==> src/rtl/pbus_pkg.sv <==
package pbus_pkg;
  localparam int ADDR_W  = 4;
  localparam int CODE_W  = 8;
  localparam int BYTE_W  = 8;
  localparam int CMD_LEN = ADDR_W + CODE_W + 1;
  localparam int DAT_LEN = BYTE_W + 1;

  typedef enum logic [2:0] {
    ST_IDLE, ST_SSC_HI, ST_SSC_LO, ST_SHIFT, ST_LOAD, ST_ACK, ST_PARK
  } seq_st_t;
endpackage

==> src/rtl/pbus_halfclk.sv <==
module pbus_halfclk #(
  parameter int HALF_DIV = 4
) (
  input  logic clk,
  input  logic rst,
  input  logic run,
  output logic tick
);
  localparam int CW = (HALF_DIV > 1) ? $clog2(HALF_DIV) : 1;
  localparam logic [CW-1:0] LAST = CW'(HALF_DIV - 1);

  logic [CW-1:0] cnt;

  assign tick = run && (cnt == LAST);

  always_ff @(posedge clk) begin
    if (rst || !run || tick) cnt <= '0;
    else                     cnt <= cnt + CW'(1);
  end

  // the half-period counter never passes its terminal value
  a_r5_cnt_range: assert property (@(posedge clk) disable iff (rst)
    cnt <= LAST);
endmodule

==> src/rtl/pbus_framer.sv <==
module pbus_framer
  import pbus_pkg::*;
(
  input  logic                     clk,
  input  logic                     rst,
  input  logic                     ld_cmd,
  input  logic [ADDR_W+CODE_W-1:0] cmd_bits,
  input  logic                     ld_dat,
  input  logic [BYTE_W-1:0]        dat,
  input  logic                     shift,
  output logic                     bit_o,
  output logic                     nxt_o,
  output logic                     last_o
);
  localparam int LW = $clog2(CMD_LEN + 1);

  logic [CMD_LEN-1:0] sr;
  logic [LW-1:0]      left;

  assign bit_o  = sr[CMD_LEN-1];
  assign nxt_o  = sr[CMD_LEN-2];
  assign last_o = (left == LW'(1));

  always_ff @(posedge clk) begin
    if (rst) begin
      sr   <= '0;
      left <= '0;
    end else if (ld_cmd) begin
      sr   <= {cmd_bits, ~^cmd_bits};                       // odd parity
      left <= LW'(CMD_LEN);
    end else if (ld_dat) begin
      sr   <= {dat, ~^dat, {(CMD_LEN-DAT_LEN){1'b0}}};       // odd parity
      left <= LW'(DAT_LEN);
    end else if (shift && left != '0) begin
      sr   <= {sr[CMD_LEN-2:0], 1'b0};
      left <= left - LW'(1);
    end
  end

  // remaining-bit count stays within one command frame
  a_r3_left_range: assert property (@(posedge clk) disable iff (rst)
    left <= LW'(CMD_LEN));
endmodule

==> src/rtl/pbus_cmd_tx.sv <==
module pbus_cmd_tx
  import pbus_pkg::*;
#(
  parameter int HALF_DIV = 4,
  parameter int CNT_W    = 4
) (
  input  logic              clk,
  input  logic              rst,
  input  logic              cmd_valid,
  output logic              cmd_ready,
  input  logic [ADDR_W-1:0] cmd_addr,
  input  logic [CODE_W-1:0] cmd_code,
  input  logic [CNT_W-1:0]  cmd_nbytes,
  input  logic              dat_valid,
  output logic              dat_ready,
  input  logic [BYTE_W-1:0] dat_byte,
  output logic              done,
  output logic              ack,
  output logic              sclk,
  output logic              sdata_o,
  output logic              sdata_oe,
  input  logic              sdata_i
);
  seq_st_t          st;
  logic             ph;
  logic [CNT_W-1:0] bytes_left;
  logic             tick, run;
  logic             accept, take;
  logic             frm_bit, frm_nxt, frm_last;

  assign cmd_ready = (st == ST_IDLE);
  assign dat_ready = (st == ST_LOAD);
  // requests are only taken while idle
  assign accept    = cmd_valid && cmd_ready;
  assign take      = dat_valid && dat_ready;
  assign run       = (st != ST_IDLE) && (st != ST_LOAD);

  pbus_halfclk #(.HALF_DIV(HALF_DIV)) u_div (
    .clk (clk), .rst (rst), .run (run), .tick (tick)
  );

  pbus_framer u_frm (
    .clk      (clk),
    .rst      (rst),
    .ld_cmd   (accept),
    .cmd_bits ({cmd_addr, cmd_code}),
    .ld_dat   (take),
    .dat      (dat_byte),
    .shift    ((st == ST_SHIFT) && tick && ph),
    .bit_o    (frm_bit),
    .nxt_o    (frm_nxt),
    .last_o   (frm_last)
  );

  always_ff @(posedge clk) begin
    if (rst) begin
      st         <= ST_IDLE;
      ph         <= 1'b0;
      bytes_left <= '0;
      sclk       <= 1'b0;
      sdata_o    <= 1'b0;
      sdata_oe   <= 1'b0;
      done       <= 1'b0;
      ack        <= 1'b0;
    end else begin
      done <= 1'b0;
      if (tick) ph <= ~ph;
      case (st)
        ST_IDLE: begin
          sclk <= 1'b0;
          if (accept) begin
            st         <= ST_SSC_HI;
            ph         <= 1'b0;
            sdata_o    <= 1'b1;
            sdata_oe   <= 1'b1;
            bytes_left <= cmd_nbytes;
          end
        end
        ST_SSC_HI: if (tick && ph) begin
          st      <= ST_SSC_LO;
          sdata_o <= 1'b0;
        end
        ST_SSC_LO: if (tick && ph) begin
          st      <= ST_SHIFT;
          sclk    <= 1'b1;
          sdata_o <= frm_bit;
        end
        ST_SHIFT: if (tick) begin
          if (!ph) sclk <= 1'b0;
          else if (!frm_last) begin
            sclk    <= 1'b1;
            sdata_o <= frm_nxt;
          end else if (bytes_left != '0) begin
            st <= ST_LOAD;                       // clock parks low
          end else begin
            st       <= ST_ACK;
            sclk     <= 1'b1;
            sdata_oe <= 1'b0;
          end
        end
        ST_LOAD: if (take) begin
          st         <= ST_SHIFT;
          ph         <= 1'b0;
          sclk       <= 1'b1;
          sdata_o    <= dat_byte[BYTE_W-1];
          bytes_left <= bytes_left - CNT_W'(1);
        end
        ST_ACK: if (tick) begin
          if (!ph) begin
            sclk <= 1'b0;
            ack  <= sdata_i;                     // sample at falling edge
          end else begin
            st       <= ST_PARK;
            sclk     <= 1'b1;
            sdata_o  <= 1'b0;
            sdata_oe <= 1'b1;
          end
        end
        ST_PARK: if (tick) begin
          if (!ph) sclk <= 1'b0;
          else begin
            st       <= ST_IDLE;
            sdata_oe <= 1'b0;
            done     <= 1'b1;
          end
        end
        default: st <= ST_IDLE;
      endcase
    end
  end

  a_r1_idle_clk_low: assert property (@(posedge clk) disable iff (rst)
    cmd_ready |-> !sclk);
  a_r8_done_single: assert property (@(posedge clk) disable iff (rst)
    done |=> !done);
  a_r7_release_at_done: assert property (@(posedge clk) disable iff (rst)
    done |-> !sdata_oe);
  a_r9_wait_clk_low: assert property (@(posedge clk) disable iff (rst)
    dat_ready |-> !sclk);
  a_r5_hold_while_high: assert property (@(posedge clk) disable iff (rst)
    (sclk && $past(sclk)) |-> $stable(sdata_o));
endmodule

==> config.mk <==
export PLATFORM = sky130hd
export DESIGN_NAME = pbus_cmd_tx
export DESIGN_NICKNAME = d
export VERILOG_FILES = /design/src/rtl/pbus_pkg.sv /design/src/rtl/pbus_halfclk.sv /design/src/rtl/pbus_framer.sv /design/src/rtl/pbus_cmd_tx.sv
export SDC_FILE = /design/constraint.sdc
export NUM_CORES = 1
export LEC_CHECK = 0
export ABC_AREA = 1
export BUFFER_PORTS_ARGS = -buffer_cell sky130_fd_sc_hd__clkbuf_2
export CELL_PAD_IN_SITES_DETAIL_PLACEMENT = 0
export CELL_PAD_IN_SITES_GLOBAL_PLACEMENT = 1
export CORE_ASPECT_RATIO = 1.75
export CORE_UTILIZATION = 43
export DETAILED_ROUTE_END_ITERATION = 16
export PLACE_DENSITY_LB_ADDON = 0.3
export RECOVER_POWER = 50
export SYNTH_ARGS = -nofsm -noshare
export SYNTH_HDL_FRONTEND = slang
export SYNTH_SLANG_ARGS = --single-unit
==> constraint.sdc <==
create_clock -name clk -period 2.3 [get_ports clk]
set_input_delay 0.345 -clock clk [delete_from_list [all_inputs] [get_ports clk]]
set_output_delay 0.345 -clock clk [all_outputs]
set_load 0.01 [all_outputs]
==> reports/qor.yml, run 1 <==
outcome:
  status: "finished with violations"
  failed_checks: "DRC"
clocking:
  clk_pin_slew_ns: 0.07
  cts_tree: "yes"
  numCtsBuffers: 5
  cts.sinks: 32
  clockBufferDepth: 2
  clock-root-buffer: "clkbuf_8"
  htree_levels: 2
  post_cts_resized: 0
  postCtsHoldBufs: 0
  worstSkewPairLatency_ns: 0.28
  post_cts_buffers: 0
synthesis:
  synth_area_um2: 2280
  yosysSeqAreaShare: 0.281
  synth_compound_area_frac: 0.178
  synth_nets: 383
  synth.ff_latch_count: 32
  yosysWarningCount: 0
  postSynthAreaPerCell_um2: 6.53
  synth_mux_area_frac: 0
  syn_inst: 349
  synth_top_family_by_area: "simple AND/OR/NAND/NOR gates"
  synth_cell_types: 35
  synthSimpleGateAreaFrac: 0.372
  synth_xor_area_frac: 0.0423
  synth-adder-area-share: 0.0275
sta:
  max_slew_margin: 0.574
  fin_ws_ns: 0.319
  hold_viol: 0
  min_period_over_period: 0.861
  skew_ns: 0.00830
  fmax_ghz: 0.505
  post-route-min-period_ns: 1.98
  rsz0062_at_grt: "false"
  drv_slew: 0
  tns_ns: 0
  worst_slew_pin_slew_ns: 0.639
  setup_viol: 0
setup_path:
  crit_start: "st[0]"
  worst-path-max-fanout: 7
  startpoint_type: "flip-flop"
  worst_ep_arrival_time_ns: 2.15
  rr_startpoint: "st[0]"
  critPathKind: "reg -> reg"
  cp-end-kind: "flip-flop"
  critical_path_required_ns: 2.47
global_routing:
  overflow: 0
  grt_usage: 0.214
  grt_pass1_wl_mm: 9.27
  grt_use_met3: 0.0305
  grtUsageMet2: 0.417
  use_met1: 0.209
  antenna_found_initial: 0
  busiest_layer: "met2"
  grt_max_degree: 21
  grt_pass1_vias: 2073
flow_run:
  maxCapViolations: 0
floorplanning:
  num_io_pins: 36
  die_height_um: 98.3
  core_area_um2: 5020
  rows: 34
  initial_utilization: 0.454
  die_w_um: 57.0
  die_area_um2: 5610
detailed_routing:
  via_per_inst: 5.08
  drt-total-wl_mm: 5.58
  drtIter0Drc: 57
  wl_per_cell_um: 12.7
  drt_first_pass_iters: 10
  antenna_left: 0
  vias: 2237
  drc: 4
power_and_ir_drop:
  pwr-share-seq: 0.335
  leakagePower_nw: 1.30
  intPower_mw: 1.38
  irDropWorstVdd_mv: 0.405
  swShare: 0.452
  powerDensity_nw_per_um2: 987
  switching_power_mw: 1.14
  p_comb_frac: 0.509
  power.total_mw: 2.52
  power_frac_clock: 0.157
layout:
  diodes: 0
  fin_cells: 440
  fin_nets: 420
  final_area_um2: 2550
  drive_gt1_frac: 0.174
  syn2layout_area_growth_pct: 12.1
placed_design:
  gp_congestion: 0.901
  io_buffer_count: 35
  pre_cts_ws_ns: 0.415
  place_area_um2: 2490
  dp_hpwl_mm: 4.50
  dp.cells: 433
hold_path:
  hold_class: "in -> reg"
  hold_start: "sdata_i"
worst paths after layout:
path / slack, ns / depth (start not counted) / to
setup / recovery: 0.32 / 9 / st[0]
setup reg to reg: 0.32 / 9 / st[0]
hold reg to reg: 0.42 / 1 / u_div.cnt[0]
hold / removal: 0.31 / 3 / ack
cell usage in the layout, fill, tap and decap left out, types with 2 or more instances in the layout:
cell type	Yosys	routed
nor2_8	4	4
xor2_1	4	4
a21oi_2	5	5
nor3_1	3	3
nor2_1	27	27
clkbuf_2	0	29
nand2_4	4	4
nor2_4	2	2
inv_2	6	3
nand2_1	100	101
o21ai_2	8	7
dfxtp_1	32	32
nand4_1	3	3
ha_1	5	5
clkbuf_8	0	5
inv_1	43	46
o21ai_1	7	7
clkbuf_1	3	7
o21ai_0	13	14
nor2_2	2	2
xnor2_1	7	7
a21oi_1	27	27
nand2_2	4	3
o22ai_1	3	3
nand3_1	24	24
critical path, stage by stage, from the launching register on:
cell     delay, ns
dfxtp_1       0.45
inv_1         0.15
nor2_1        0.25
nand2_1       0.19
o21ai_0       0.44
nor2_4        0.11
nand2_2       0.11
nand2_1       0.06
nand2_1       0.06
nor2_1        0.05
power by group through the flow:
stage / Combinational, mW / Clock, mW / Sequential (mW)
floorplan: 1.04 / 0 / 0.833
global placement: 1.28 / 0 / 0.850
detailed placement: 1.29 / 0 / 0.855
CTS: 1.30 / 0.414 / 0.844
global route: 1.45 / 0.438 / 0.865
finish: 1.28 / 0.395 / 0.843
per-layer routing:
metal	vias up	routed length (µm)
met5	-	0
met4	0	164
met3	14	135
met2	52	3170
met1	983	2120
li1	1188	-
flip-flops by register name, indices dropped and copies added, names as in the netlist, 2 cells and up:
name and count:
u_frm.left 4, u_frm.sr 13, u_div.cnt 2, bytes_left 4, st 3
Yosys cell counts, drive strengths merged:
master / count / area (µm²)
nor2b: 1 / 6.26
a211oi: 1 / 7.51
ha: 5 / 62.6
nand3: 25 / 130
xor2: 4 / 35.0
a21oi: 32 / 179
o31ai: 1 / 7.51
xnor2: 7 / 61.3
o21ai: 28 / 170
o211ai: 1 / 7.51
a31oi: 1 / 6.26
nand4: 3 / 18.8
nand2: 108 / 445
inv: 49 / 184
nor2: 35 / 216
nor3: 3 / 15.0
clkbuf: 3 / 11.3
dfxtp: 32 / 641
a311oi: 1 / 8.76
buf: 3 / 27.5
o22ai: 3 / 18.8
nand3b: 1 / 7.51
clkinv: 1 / 3.75
nor3b: 1 / 7.51
cell type report:
class / instances / area [µm²]
Sequential cell: 32 / 641
Clock buffer: 6 / 72.6
Tap cell: 54 / 67.6
Inverter: 50 / 188
Fill cell: 565 / 2470
Timing Repair Buffer: 36 / 175
Clock inverter: 1 / 5.00
Multi-Input combinational cell: 261 / 1410
through the flow:
step,hold WS [ns],utilization
2_1_floorplan,0.398,-
3_3_place_gp,0.407,0.496
3_5_place_dp,0.416,0.496
4_1_cts,0.307,0.511
5_1_grt,0.321,0.509
6_report,0.313,0.509
cell families (layout without fill, tap and decap cells):
group / Yosys count / count (layout)
AOI/OAI and AO/OA: 68 / 68
adders and majority gates: 5 / 5
buffers and inverters: 56 / 93
xor gates and xnor gates: 11 / 11
DFF: 32 / 32
and+or+nand+nor: 177 / 177
(Power assumes the default switching activity.)
==> run 2: changes to the inputs <==
- SYNTH_HIERARCHICAL: unset -> 1
- TNS_END_PERCENT: unset -> 20
==> reports/qor.yml, run 2 <==
clocking:
  clk_pin_slew_ns: 0.07
  post_cts_buffers: 0
  numCtsBuffers: 5
  htree_levels: 2
  cts_tree: "yes"
  worstSkewPairLatency_ns: 0.29
  clockBufferDepth: 2
  cts.sinks: 32
  clock-root-buffer: "clkbuf_8"
floorplanning:
  die_w_um: 58.5
  num_io_pins: 36
  rows: 35
  core_area_um2: 5340
  initial_utilization: 0.450
  die_height_um: 101
  die_area_um2: 5900
placed_design:
  dp_hpwl_mm: 4.74
  gp_congestion: 0.968
  pre_cts_ws_ns: 0.248
  io_buffer_count: 35
layout:
  syn2layout_area_growth_pct: 10.6
  diodes: 0
  regMostFlops: "u_frm/sr"
  largest_register_ff_count: 13
  fin_nets: 448
  final_cell_mix: "102 x nand2_1, 47 x inv_1, 36 x nor2_1"
  layout_commonest_cell: "nand2_1"
  reg.largest.list: "u_frm/sr: 13 flops, bytes_left: 4 flops, u_frm/left: 4 flops"
  drive_gt1_frac: 0.153
  fill_cells: 610
synthesis:
  async_flop_share: 0
  yosysWarningCount: 6
  syn_inst: 375
  synth_flop_cell: "dfxtp_1"
  netlist.area_leader.share: 0.267
  yosysSeqAreaShare: 0.267
  synth.ff_latch_count: 32
  synth_edf_count: 0
  postSynthAreaPerCell_um2: 6.41
  synth_most_common_cell: "nand2_1"
  synth_top_area_cell: "dfxtp_1"
  synth_nets: 411
  synth_common_cells: "98 x nand2_1, 46 x inv_1, 36 x nor2_1"
  synth_cell_types: 33
  synthTopCellsByArea: "dfxtp_1 27%, nand2_1 15%, inv_1 7.2%, nand3_1 6.5%, nor2_1 5.6%"
  synth_area_um2: 2400
setup_path:
  cpPeakStageDelay_ns: 0.43
  startpoint_type: "flip-flop"
  cp_common_cell: "nand2_1"
  cp-end-kind: "flip-flop"
  crit_chain: "clkbuf_1 -> nand2_1 -> nor2_1 -> nand2_1 -> nand2_1 -> nor2_4 -> nand3_2 -> nand2_1 -> nand2_1 -> nor2_1"
  critical_path_required_ns: 2.48
  worst_ep_arrival_time_ns: 2.18
  rr_startpoint: "st[2]"
  cp_slowest_cell: "dfxtp_1"
  critPathKind: "reg -> reg"
  rr_worst_depth: 10
  ff2ff_setup_slack_ns: 0.30
  path_delay_family: "simple AND/OR/NAND/NOR gates"
  crit_buf_inv: 1
  worst-path-max-fanout: 9
  r2r_end: "st[1]"
detailed_routing:
  antenna_left: 0
  drt_first_pass_iters: 4
  drt-total-wl_mm: 5.95
  drtIter0Drc: 68
  drc: 0
  via_per_inst: 5.01
  vias: 2436
  wl_per_cell_um: 12.2
sta:
  whs_ns: 0.328
  min_period_over_period: 0.869
  fmax_ghz: 0.500
  skew_ns: 0.00596
  rsz0062_at_grt: "false"
  setup_viol: 0
  post-route-min-period_ns: 2.00
  hold_viol: 0
  drv_slew: 0
  fin_ws_ns: 0.301
  max_slew_margin: 0.665
  worst_slew_pin_slew_ns: 0.503
  tns_ns: 0
global_routing:
  grt_pass1_wl_mm: 10.0
  grtUsageMet2: 0.436
  antenna_found_initial: 0
  overflow: 0
  grt_pass1_vias: 2305
  grt_max_degree: 26
  busiest_layer: "met2"
  use_met1: 0.213
  grt_usage: 0.224
  grt_use_met3: 0.0347
hold_path:
  whs_path_depth: 3
  hold_path_end: "bytes_left[2]"
  hold_start: "cmd_nbytes[2]"
  hold_class: "in -> reg"
power_and_ir_drop:
  leakagePower_nw: 1.37
  intPower_mw: 1.44
  power_frac_clock: 0.153
  pwr-share-seq: 0.314
  powerDensity_nw_per_um2: 1010
  swShare: 0.463
  irDropWorstVdd_mv: 0.405
  p_comb_frac: 0.534
  switching_power_mw: 1.24
flow_run:
  maxCapViolations: 0
outcome:
  status: "finished, final reports clean"
run 2: layout make-up:
cell class	count	area, µm²	share of cell area
multi-input combinational	280	1440	0.543
sequential	32	642	0.242
timing repair buffer	40	203	0.0763
inverter	53	199	0.0749
tap	74	92.6	0.0348
clock buffer	6	72.6	0.0273
clock inverter	1	5.00	0.00188
run 2: metal layers:
metal | share of wire | vias up | routed length (µm)
met3 | 0.024 | 19 | 142
li1 | - | 1267 | -
met4 | 0.038 | 0 | 227
met1 | 0.38 | 1105 | 2240
met2 | 0.56 | 45 | 3340
met5 | 0 | - | 0
run 2: timing repair:
item                       4_1_cts  5_1_grt
gates resized for setup          0        1
setup endpoints to repair        0        2
hold buffers                     0        0
run 2: through the flow:
step	total power, mW	std cells	area [µm²]	util
6_report	2.69	486	2660	0.497
5_1_grt	2.94	486	2660	0.497
4_1_cts	2.73	486	2690	0.503
3_5_place_dp	2.31	479	2610	0.488
3_3_place_gp	2.29	479	2610	0.488
2_1_floorplan	2.02	375	2400	-
run 2: kinds of logic after synthesis:
kind of cell    Yosys count  share of synthesized area
compound gates           62                      0.136
simple gates            197                      0.386
buf+inv                  63                      0.124
fa+ha+maj                 7                     0.0365
xor+xnor                 14                     0.0510
flops                    32                      0.267
run 2: worst max-delay path by stage:
stage,end,slack (ns),startpoint,cells after the start
3_5_place_dp,u_frm/sr[2],0.25,st[1],11
3_3_place_gp,u_frm/sr[1],0.33,st[1],11
6_report,st[1],0.30,st[2],10
5_1_grt,st[2],0.14,st[2],10
4_1_cts,u_frm/sr[2],0.22,st[1],11
2_1_floorplan,u_frm/sr[1],0.60,st[0],12
run 2: power groups by stage:
stage | Sequential (mW) | Clock, mW | Combinational (mW)
6_report | 0.843 | 0.411 | 1.44
5_1_grt | 0.861 | 0.443 | 1.64
4_1_cts | 0.841 | 0.424 | 1.47
3_5_place_dp | 0.853 | 0 | 1.46
3_3_place_gp | 0.848 | 0 | 1.44
2_1_floorplan | 0.815 | 0 | 1.21
run 2: tightest hold or removal path, delay by kind of cell:
| family | cells | cell delay (ns) |
|---|---|---|
| compound gates | 1 | 0.08 |
| buf+inv | 1 | 0.08 |
| simple gates | 1 | 0.07 |
